`config.mk`:
```
export PLATFORM = sky130hd
export DESIGN_NAME = pwm_guard
export DESIGN_NICKNAME = d
export VERILOG_FILES = /design/src/rtl/pwm_guard_pkg.sv /design/src/rtl/pwm_guard_sync.sv /design/src/rtl/pwm_guard_fsm.sv /design/src/rtl/pwm_guard_flag.sv /design/src/rtl/pwm_guard.sv
export SDC_FILE = /design/constraint.sdc
export NUM_CORES = 1
export LEC_CHECK = 0
export ABC_AREA = 1
export BUFFER_PORTS_ARGS = -buffer_cell sky130_fd_sc_hd__buf_4
export CORE_AREA = 2 2 39 41
export CTS_CLUSTER_DIAMETER = 80
export DETAILED_ROUTE_END_ITERATION = 7
export DIE_AREA = 0 0 41 43
export PLACE_DENSITY = 0.5
export SLEW_MARGIN = 20
export SYNTH_ARGS = -nofsm -noshare
export SYNTH_HDL_FRONTEND = slang
export SYNTH_SLANG_ARGS = --single-unit
```
`constraint.sdc`:
```
create_clock -name clk -period 2.1 [get_ports clk]
set_input_delay 0 -clock clk [delete_from_list [all_inputs] [get_ports clk]]
set_output_delay 0 -clock clk [all_outputs]
set_load 0.01 [all_outputs]
```
`src/rtl/pwm_guard_pkg.sv`:
```
package pwm_guard_pkg;
  typedef enum logic [1:0] {
    GS_RUN  = 2'd0,
    GS_TRIP = 2'd1,
    GS_WAIT = 2'd2
  } gstate_t;
endpackage

```
`src/rtl/pwm_guard_sync.sv`:
```
module pwm_guard_sync #(
  parameter int STAGES = 2
) (
  input  logic clk,
  input  logic rst,
  input  logic async_i,
  output logic sync_o
);
  logic [STAGES-1:0] chain;

  always_ff @(posedge clk) begin
    if (rst) begin
      chain <= '0;
    end else begin
      chain[0] <= async_i;
      for (int i = 1; i < STAGES; i++) chain[i] <= chain[i-1];
    end
  end

  assign sync_o = chain[STAGES-1];
endmodule

```
`src/rtl/pwm_guard_fsm.sv`:
```
module pwm_guard_fsm
  import pwm_guard_pkg::*;
(
  input  logic    clk,
  input  logic    rst,
  input  logic    enable,
  input  logic    active,
  input  logic    restart_req,
  input  logic    period_start,
  output gstate_t st_q,
  output gstate_t st_nx,
  output logic    cnt_clr
);
  logic pend_q, pend_nx, accept;

  always_comb begin
    st_nx   = st_q;
    pend_nx = pend_q;
    if (!enable) begin
      st_nx   = GS_RUN;
      pend_nx = 1'b0;
    end else begin
      case (st_q)
        GS_RUN: begin
          pend_nx = 1'b0;
          if (active) st_nx = GS_TRIP;
        end
        GS_TRIP: begin
          if (restart_req) pend_nx = 1'b1;
          if ((restart_req || pend_q) && !active) begin
            st_nx   = GS_WAIT;
            pend_nx = 1'b0;
          end
        end
        GS_WAIT: begin
          if (active)            st_nx = GS_TRIP;
          else if (period_start) st_nx = GS_RUN;
        end
        default: st_nx = GS_RUN;
      endcase
    end
  end

  assign accept = (st_q == GS_TRIP) && (st_nx == GS_WAIT);

  always_ff @(posedge clk) begin
    if (rst) begin
      st_q    <= GS_RUN;
      pend_q  <= 1'b0;
      cnt_clr <= 1'b0;
    end else begin
      st_q    <= st_nx;
      pend_q  <= pend_nx;
      cnt_clr <= accept;
    end
  end

  AST_CLR_SINGLE: assert property (@(posedge clk) disable iff (rst)
    cnt_clr |=> !cnt_clr);
  AST_WAIT_ONLY_FROM_TRIP: assert property (@(posedge clk) disable iff (rst)
    (st_q == GS_WAIT && $past(st_q) != GS_WAIT) |-> $past(st_q) == GS_TRIP);
  AST_ACTIVE_LEAVES_RUN: assert property (@(posedge clk) disable iff (rst)
    active |=> st_q != GS_RUN);
endmodule

```
`src/rtl/pwm_guard_flag.sv`:
```
module pwm_guard_flag (
  input  logic clk,
  input  logic rst,
  input  logic set_i,
  input  logic clr_i,
  input  logic ie_i,
  output logic flag_o,
  output logic irq_o
);
  logic flag_nx;

  assign flag_nx = set_i | (flag_o & ~clr_i);

  always_ff @(posedge clk) begin
    if (rst) begin
      flag_o <= 1'b0;
      irq_o  <= 1'b0;
    end else begin
      flag_o <= flag_nx;
      irq_o  <= flag_nx & ie_i;
    end
  end

  AST_SET_WINS: assert property (@(posedge clk) disable iff (rst)
    set_i |=> flag_o);
  AST_CLEAR_TAKES: assert property (@(posedge clk) disable iff (rst)
    (clr_i && !set_i) |=> !flag_o);
  AST_IRQ_NEEDS_FLAG: assert property (@(posedge clk) disable iff (rst)
    irq_o |-> flag_o);
endmodule

```
`src/rtl/pwm_guard.sv`:
```
module pwm_guard
  import pwm_guard_pkg::*;
#(
  parameter int SYNC_STAGES = 2
) (
  input  logic clk,
  input  logic rst,
  input  logic pin_i,
  input  logic guard_en,
  input  logic pin_pol,
  input  logic safe_lvl,
  input  logic irq_en,
  input  logic restart_req,
  input  logic flag_clr,
  input  logic period_start,
  input  logic pwm_in,
  output logic pwm_out,
  output logic trip_flag,
  output logic irq,
  output logic pin_state,
  output logic cnt_clr
);
  logic    pin_s;
  logic    active;
  gstate_t st_q, st_nx;

  pwm_guard_sync #(.STAGES(SYNC_STAGES)) u_sync (
    .clk     (clk),
    .rst     (rst),
    .async_i (pin_i),
    .sync_o  (pin_s)
  );

  assign pin_state = pin_s;
  assign active    = guard_en && (pin_s == pin_pol);

  pwm_guard_fsm u_fsm (
    .clk          (clk),
    .rst          (rst),
    .enable       (guard_en),
    .active       (active),
    .restart_req  (restart_req),
    .period_start (period_start),
    .st_q         (st_q),
    .st_nx        (st_nx),
    .cnt_clr      (cnt_clr)
  );

  pwm_guard_flag u_flag (
    .clk    (clk),
    .rst    (rst),
    .set_i  (active),
    .clr_i  (flag_clr),
    .ie_i   (irq_en),
    .flag_o (trip_flag),
    .irq_o  (irq)
  );

  always_ff @(posedge clk) begin
    if (rst) pwm_out <= 1'b0;
    else     pwm_out <= (st_nx != GS_RUN) ? safe_lvl : pwm_in;
  end

  AST_OFF_PASSES: assert property (@(posedge clk) disable iff (rst)
    ($past(!rst) && $past(!guard_en)) |-> pwm_out == $past(pwm_in));
  AST_SAFE_HOLD: assert property (@(posedge clk) disable iff (rst)
    (st_q != GS_RUN) |-> pwm_out == $past(safe_lvl));
  AST_NO_FLAG_OFF: assert property (@(posedge clk) disable iff (rst)
    (!guard_en && !trip_flag) |=> !trip_flag);
endmodule

```
==> key figures, run 1 <==
Die
  – Die span in y: approximately 43 um
  – Ports: 16
  – Initial core utilization: 0.2731
  – # rows: 14
  – Core area: 0.001384 mm^2
  – Die width: 41 um
  – Die area: 0.001763 mm^2

CTS
  – Hold Buf Count CTS: 5
  – Clock-pin transition on the worst setup and hold timing paths: 0.06 ns
  – Clock Sinks: 9
  – Number of H-tree levels: 1
  – Root Driver: clkbuf_4
  – CTS Buf Count: 3
  – Post-CTS resize count: 0
  – CTS tree: yes
  – Worst skew pair latency: 0.25 ns
  – CTS Buffer Depth: 2
  – Setup bufs post-CTS: 0

Setup path
  – Reg-to-Reg Start: u_sync.chain[1]
  – Crit path capture type: flop
  – Crit-path cells: inv_1 -> nand2_1 -> nand3_2 -> o21ai_0 -> nand2_1 -> nor2_1 -> dlygate4sd3_1
  – Reg2reg end: u_flag.irq_o
  – CP max stage delay: 0.54 ns
  – Worst setup SP type: flop
  – R2R cell count: 7
  – Setup CP Type: flop to flop
  – CP Max Fanout: 3
  – Slowest CP cell: dlygate4sd3_1
  – Reg2reg setup slack: 0.67 ns
  – CP dominant cell by count: nand2_1
  – CP required: 2.30 ns
  – Worst EP arrival: about 1.6 ns

Detailed routing
  – DRT iter0 DRCs: 2
  – Avg WL per Cell: 8.345 um
  – Detail Route Antenna Nets: 0
  – TritonRoute pass-1 iters: 2
  – Post-Route WL: 726 um
  – DR DRC count: 0
  – Via density: 4.023
  – Vias after detailed routing: 350

STA
  – Min cycle time layout: 1.429 ns
  – Fin Setup TNS: 0 ns
  – Final Setup Violations: 0
  – Fmax: 0.6996 GHz
  – RSZ-0062 raised after global routing: no
  – Max-slew violations: 0
  – Final hold violations: 0
  – Fin worst setup slack: 0.6706 ns
  – Worst-margin pin slew: between 0.2 and 0.3 ns
  – Tcrit/Tclk final: 0.6807
  – Clock Skews: 0.0009301 ns
  – Max_slew headroom: 0.8306

GRT
  – Initial antenna violation count: 0
  – Global route overflow: 0
  – GRT Overall Usage: 0.1090
  – Vias in the first global route: 325
  – Largest net degree at the start of global routing: 9
  – Global-route wire length before repair: about 1.3 mm

Synth
  – Sequential fraction of the synthesis area: 0.4768
  – Synthesized flop and latch total: 9
  – Syn avg cell area: 7.872 um^2
  – Post-synth cell types: 16
  – Post-Syn Area: 377.9 um^2
  – YS warnings: 0
  – Net count after synthesis: 59
  – Mapped Cells: 48

Power and ir drop
  – PwrDens: 636.3 mW/mm^2
  – Power Total: about 0.00037 W
  – Lkg Pwr: 0.2836 nW
  – Maximum vdd drop: around 0.00034 V

Place
  – DP Area: 506.7 um^2
  – Placer's final routability congestion estimate: 0.6965
  – Final HPWL DP: 533.1 um
  – Place WS: slightly below 1 ns
  – # port buffers: 15
  – # placed instances: 78

Final layout
  – Final non-filler cell total: a little under 90
  – Share of post-route cells with drive strength above 1: 0.3803
  – N_diodes: 0
  – P&R area growth vs syn: 54.30%
  – Design Area, Final: 583.1 um^2
  – Most frequent cells in the layout: 15 x buf_4, 9 x dfxtp_1, 8 x inv_1
  – Most common cell after layout, fill and taps aside: buf_4
  – Layout net count: 83

Min path
  – Hold EP: u_flag.flag_o
  – WHS Path Cells: 4
  – Min-delay worst type: primary input to flop
  – Min-delay src: flag_clr

Run status
  – Status: complete, no violations

Job
  – Maxcap violations: 0
-- flip-flops by register name, indices dropped and copies added, names as in the netlist --
name and count:
u_sync.chain 2, u_fsm.cnt_clr 1, pwm_out 1, u_flag.flag_o 1
u_flag.irq_o 1, u_fsm.pend_q 1, u_fsm.st_q 2
-- how the worst max path moves through the flow --
stage                          startpoint      endpoint  slack [ns]  cells after the start
after floorplan           u_sync.chain[1]       pwm_out        1.02                      9
after global placement    u_sync.chain[1]       pwm_out        0.98                      9
after detailed placement  u_sync.chain[1]       pwm_out        0.99                      9
after CTS                 u_sync.chain[1]  u_flag.irq_o        0.66                      7
after global routing      u_sync.chain[1]  u_flag.irq_o        0.53                      7
final                     u_sync.chain[1]  u_flag.irq_o        0.67                      7
-- critical path, delay by kind of cell (launching register included) --
family | cells | cell delay, ns
buffers and inverters | 2 | 0.59
flip-flops | 1 | 0.35
AND/OR/NAND/NOR | 4 | 0.33
AO/OA/AOI/OAI | 1 | 0.12
-- synth_stat cells --
library cell	count	share of area
o21ai_0	1	0.013
inv_1	8	0.079
a21oi_1	2	0.026
o2111ai_1	1	0.023
clkinv_1	1	0.0099
dfxtp_1	9	0.48
nor2_1	7	0.070
nand2_2	4	0.066
nand2_1	6	0.060
nand3b_1	1	0.020
nand3_2	3	0.079
clkbuf_1	1	0.0099
inv_2	1	0.0099
nor3_1	1	0.013
or2_4	1	0.023
o31ai_1	1	0.020
-- kinds of logic (layout without fill, tap and decap cells) --
logic type	after synthesis	in the layout	share of synthesized area
DFF	9	9	0.4768
and+or+nand+nor	23	23	0.3311
buffers and inverters	11	34	0.1092
AOI/OAI and AO/OA	5	5	0.08278
-- where the power goes --
group | internal [W] | switching (W) | total, W
clock | 0.0000730 | 0.0000569 | 0.000130
sequential | 0.000178 | 0.00000282 | 0.000181
combinational | 0.0000341 | 0.0000264 | 0.0000605
-- layout make-up --
| cell class | count | area (um^2) |
|---|---|---|
| multi-input combinational | 28 | 156.4 |
| timing repair buffer | 20 | 162.7 |
| inverter | 10 | 37.54 |
| fill | 146 | 800.8 |
| clock buffer | 4 | 26.28 |
| tap | 16 | 20.02 |
| sequential | 9 | 180.2 |
-- per-layer routing --
layer,GRT usage,vias up,share of wire,wire [um]
li1,-,192,-,-
met1,0.1275,146,0.45,327
met2,0.1594,10,0.47,340
met3,0.03141,2,0.063,46
met4,0.08000,0,0.017,12
met5,0,-,0,0
-- through the flow --
stage / utilization / hold WS [ns]
after floorplan: - / 0.1070
after global placement: 0.3662 / 0.2043
after detailed placement: 0.3662 / 0.2052
after CTS: 0.4213 / 0.03220
after global routing: 0.4213 / 0.05293
final: 0.4213 / 0.02819
No activity file was read; power rests on OpenSTA's default activity.
==> inputs of run 2 (changes only) <==
ABC_AREA = 0   (was 1)
PLACE_DENSITY = 0.51   (was 0.5)
clock period = 1.3 ns   (was 2.1 ns; I/O delays follow)
==> key figures, run 2 <==
Place
  – # placed instances: 66 (-15%)
  – Final HPWL DP: 533.3 um (about the same)
  – # port buffers: 15 (unchanged)
  – Placer's final routability congestion estimate: 0.6508 (-6.6%)

Final layout
  – Layout net count: 70 (-16%)
  – Final non-filler cell total: 74 (-15%)
  – Most common cell after layout, fill and taps aside: buf_4
  – Biggest registers after layout: u_fsm.st_q: 2 flops, u_sync.chain: 2 flops
  – Most frequent cells in the layout: 15 x buf_4, 9 x dfxtp_1, 5 x nand2b_1
  – Share of post-route cells with drive strength above 1: 0.3621 (-0.01821)
  – N_diodes: 0 (unchanged)
  – P&R area growth vs syn: 56.12%

STA
  – Fin Setup TNS: 0 ns (unchanged)
  – Worst-margin pin slew: 0.3865 ns (+0.1345 ns)
  – Tcrit/Tclk final: 0.9076
  – Fmax: around 0.85 GHz
  – RSZ-0062 raised after global routing: no
  – Final hold violations: 0 (unchanged)
  – Final Setup Violations: 0 (unchanged)
  – Min cycle time layout: 1.180 ns
  – Max-slew violations: 0 (unchanged)
  – Clock Skews: 0.0005064 ns (-0.0004237 ns)
  – Max_slew headroom: 0.7411 (-0.08952)

Setup path
  – Reg2reg setup slack: 0.16 ns (-0.51 ns)
  – Critical Path Sink: u_fsm.st_q[1]
  – Worst EP arrival: 1.38 ns (-0.25 ns)
  – Top delay family on crit path: buffers and inverters
  – Worst setup SP type: primary input
  – Crit-path cells: dlygate4sd3_1 -> buf_4 -> nand2b_1 -> nor4b_1 -> or2_1
  – R2R cell count: 3 (-4)
  – Reg-to-Reg Start: u_sync.chain[1]
  – Crit path launch: rst
  – CP max stage delay: 0.54 ns (about the same)
  – CP Max Fanout: 7 (+4)
  – Crit path capture type: flop
  – Slowest CP cell: dlygate4sd3_1
  – Crit path depth: 5 (-2)
  – CP required: 1.50 ns (-0.80 ns)
  – Worst path bufs/invs: 2 (unchanged)
  – Setup CP Type: primary input to flop
  – Reg2reg end: pwm_out

Synth
  – Top cells by count, synth: 9 x dfxtp_1, 5 x nand2b_1, 3 x a21oi_1, 3 x nor2b_1
  – Mapped Cells: 35 (-27%)
  – Synthesized flop and latch total: 9 (unchanged)
  – Synth async-reset ratio: 0 (unchanged)
  – Syn avg cell area: 10.51 um^2 (+34%)
  – Post-synth top area share: 0.4898 (+0.01297)
  – YS warnings: 0 (unchanged)
  – Net count after synthesis: 46 (-22%)
  – Synth area leader: dfxtp_1
  – Top FF cell, synth: dfxtp_1
  – Post-Syn Area: 367.9 um^2 (-2.6%)
  – Synth area leaders: dfxtp_1 49%, nand2b_1 8.5%, a2111oi_4 7.5%, nor2b_1 5.1%, xnor2_2 4.4%
  – Number of synthesized flops with an enable pin: 0 (unchanged)
  – Sequential fraction of the synthesis area: 0.4898 (+0.01297)
  – Post-synth cell types: 17 (+1)
  – Most numerous cell in the Yosys netlist: dfxtp_1

CTS
  – CTS Buffer Depth: 2 (unchanged)
  – Clock-pin transition on the worst setup and hold timing paths: 0.06 ns (about the same)
  – Root Driver: clkbuf_4
  – Worst skew pair latency: 0.26 ns (about the same)
  – CTS tree: yes
  – Number of H-tree levels: 1 (unchanged)
  – CTS Buf Count: 3 (unchanged)
  – Clock Sinks: 9 (unchanged)

Die
  – Die span in y: 43 um (unchanged)
  – Die area: 0.001763 mm^2 (unchanged)
  – Initial core utilization: 0.2658 (-0.007233)
  – Ports: 16 (unchanged)
  – # rows: 14 (unchanged)
  – Die width: 41 um (unchanged)
  – Core area: 0.001384 mm^2 (unchanged)

Detailed routing
  – Vias after detailed routing: 324 (-7.4%)
  – DRT iter0 DRCs: 1 (-1)
  – Post-Route WL: 760 um (+4.7%)
  – Via density: 4.378 (+8.8%)
  – DR DRC count: 0 (unchanged)
  – Detail Route Antenna Nets: 0 (unchanged)
  – Avg WL per Cell: 10.27 um (+23%)
  – TritonRoute pass-1 iters: 2 (unchanged)

Power and ir drop
  – PwrDens: 1047 mW/mm^2 (+65%)
  – Lkg Pwr: 0.2376 nW (-16%)
  – Maximum vdd drop: 0.0004405 V (+29%)

GRT
  – Global route overflow: 0 (unchanged)
  – Largest net degree at the start of global routing: 8 (-1)
  – Vias in the first global route: 317 (-2.5%)
  – Global-route wire length before repair: 1.179 mm (-6.1%)
  – GRT Overall Usage: 0.1065 (-0.002448)
  – Initial antenna violation count: 0 (unchanged)

Min path
  – Min-delay worst type: primary input to flop

Job
  – Maxcap violations: 0 (unchanged)

Run status
  – Status: complete, no violations
## run 2: cell types whose count changed after synthesis, sizes merged, moves of 3 or more
cell / delta
inv: -7
nand2: -8
nand2b: +5
nand3: -3
nor2: -6
nor2b: +3
## run 2: metrics by stage
step | power, W | util | hold WS (ns) | worst slack [ns] | cell area (um^2)
6_report | 0.0006013 | 0.4150 | 0.009757 | 0.1202 | 574.3
4_1_cts | 0.0006136 | 0.4096 | 0.00004090 | 0.07025 | 566.8
2_1_floorplan | 0.0003364 | - | 0.06907 | 0.1783 | 367.9
3_5_place_dp | 0.0003820 | 0.3617 | 0.2214 | 0.09833 | 500.5
3_3_place_gp | 0.0003811 | 0.3617 | 0.2112 | 0.1706 | 500.5
5_1_grt | 0.0006349 | 0.4150 | 0.02392 | 0.01620 | 574.3
## run 2: layer usage
layer / track usage / vias up / wire length, um
li1: - / 168 / -
met1: 0.1129 / 146 / 334
met2: 0.1469 / 10 / 379
met3: 0.06283 / 0 / 46
met4: 0.08000 / 0 / 0
met5: 0 / - / 0
## run 2: power by group
group / internal (W) / switching, W / total, W
registers: 0.000287 / 0.00000649 / 0.000294
logic: 0.0000543 / 0.0000383 / 0.0000926
clock network: 0.000118 / 0.0000968 / 0.000215
total: 0.000460 / 0.000142 / 0.000601
## run 2: worst min-delay path by stage
stage / cells after the start / end / from
after floorplan: 1 / u_flag.flag_o / rst
after global placement: 2 / u_sync.chain[0] / pin_i
after detailed placement: 2 / u_sync.chain[0] / pin_i
after CTS: 3 / pwm_out / pwm_in
after global routing: 3 / pwm_out / safe_lvl
final: 3 / pwm_out / safe_lvl
## run 2: final cells by class
class,count,area [um^2]
clock buffers,4,26.28
well taps,16,20.02
fillers,150,809.5
multi-input cells,24,187.7
flip-flops and latches,9,180.2
repair buffers,19,152.6
inverters,2,7.507
## run 2: timing repair
item | 4_1_cts | 5_1_grt
resized for setup | 0 | 1
endpoints found under the hold margin | 5 | 0
setup endpoints to repair | 0 | 1
hold buffers | 4 | 0
setup buffers | 0 | 0
## run 2: cells by family after synthesis
| family | synth area share |
|---|---|
| xor+xnor | 0.04423 |
| compound gates | 0.1769 |
| simple gates | 0.2415 |
| flops | 0.4898 |
| mux | 0.02721 |
| buf+inv | 0.02042 |
## run 2: worst register-to-register path, stage by stage, from the launching register on
cell      delay [ns]
dfxtp_1         0.33
xnor2_2         0.20
o311ai_2        0.33
mux2i_1         0.21
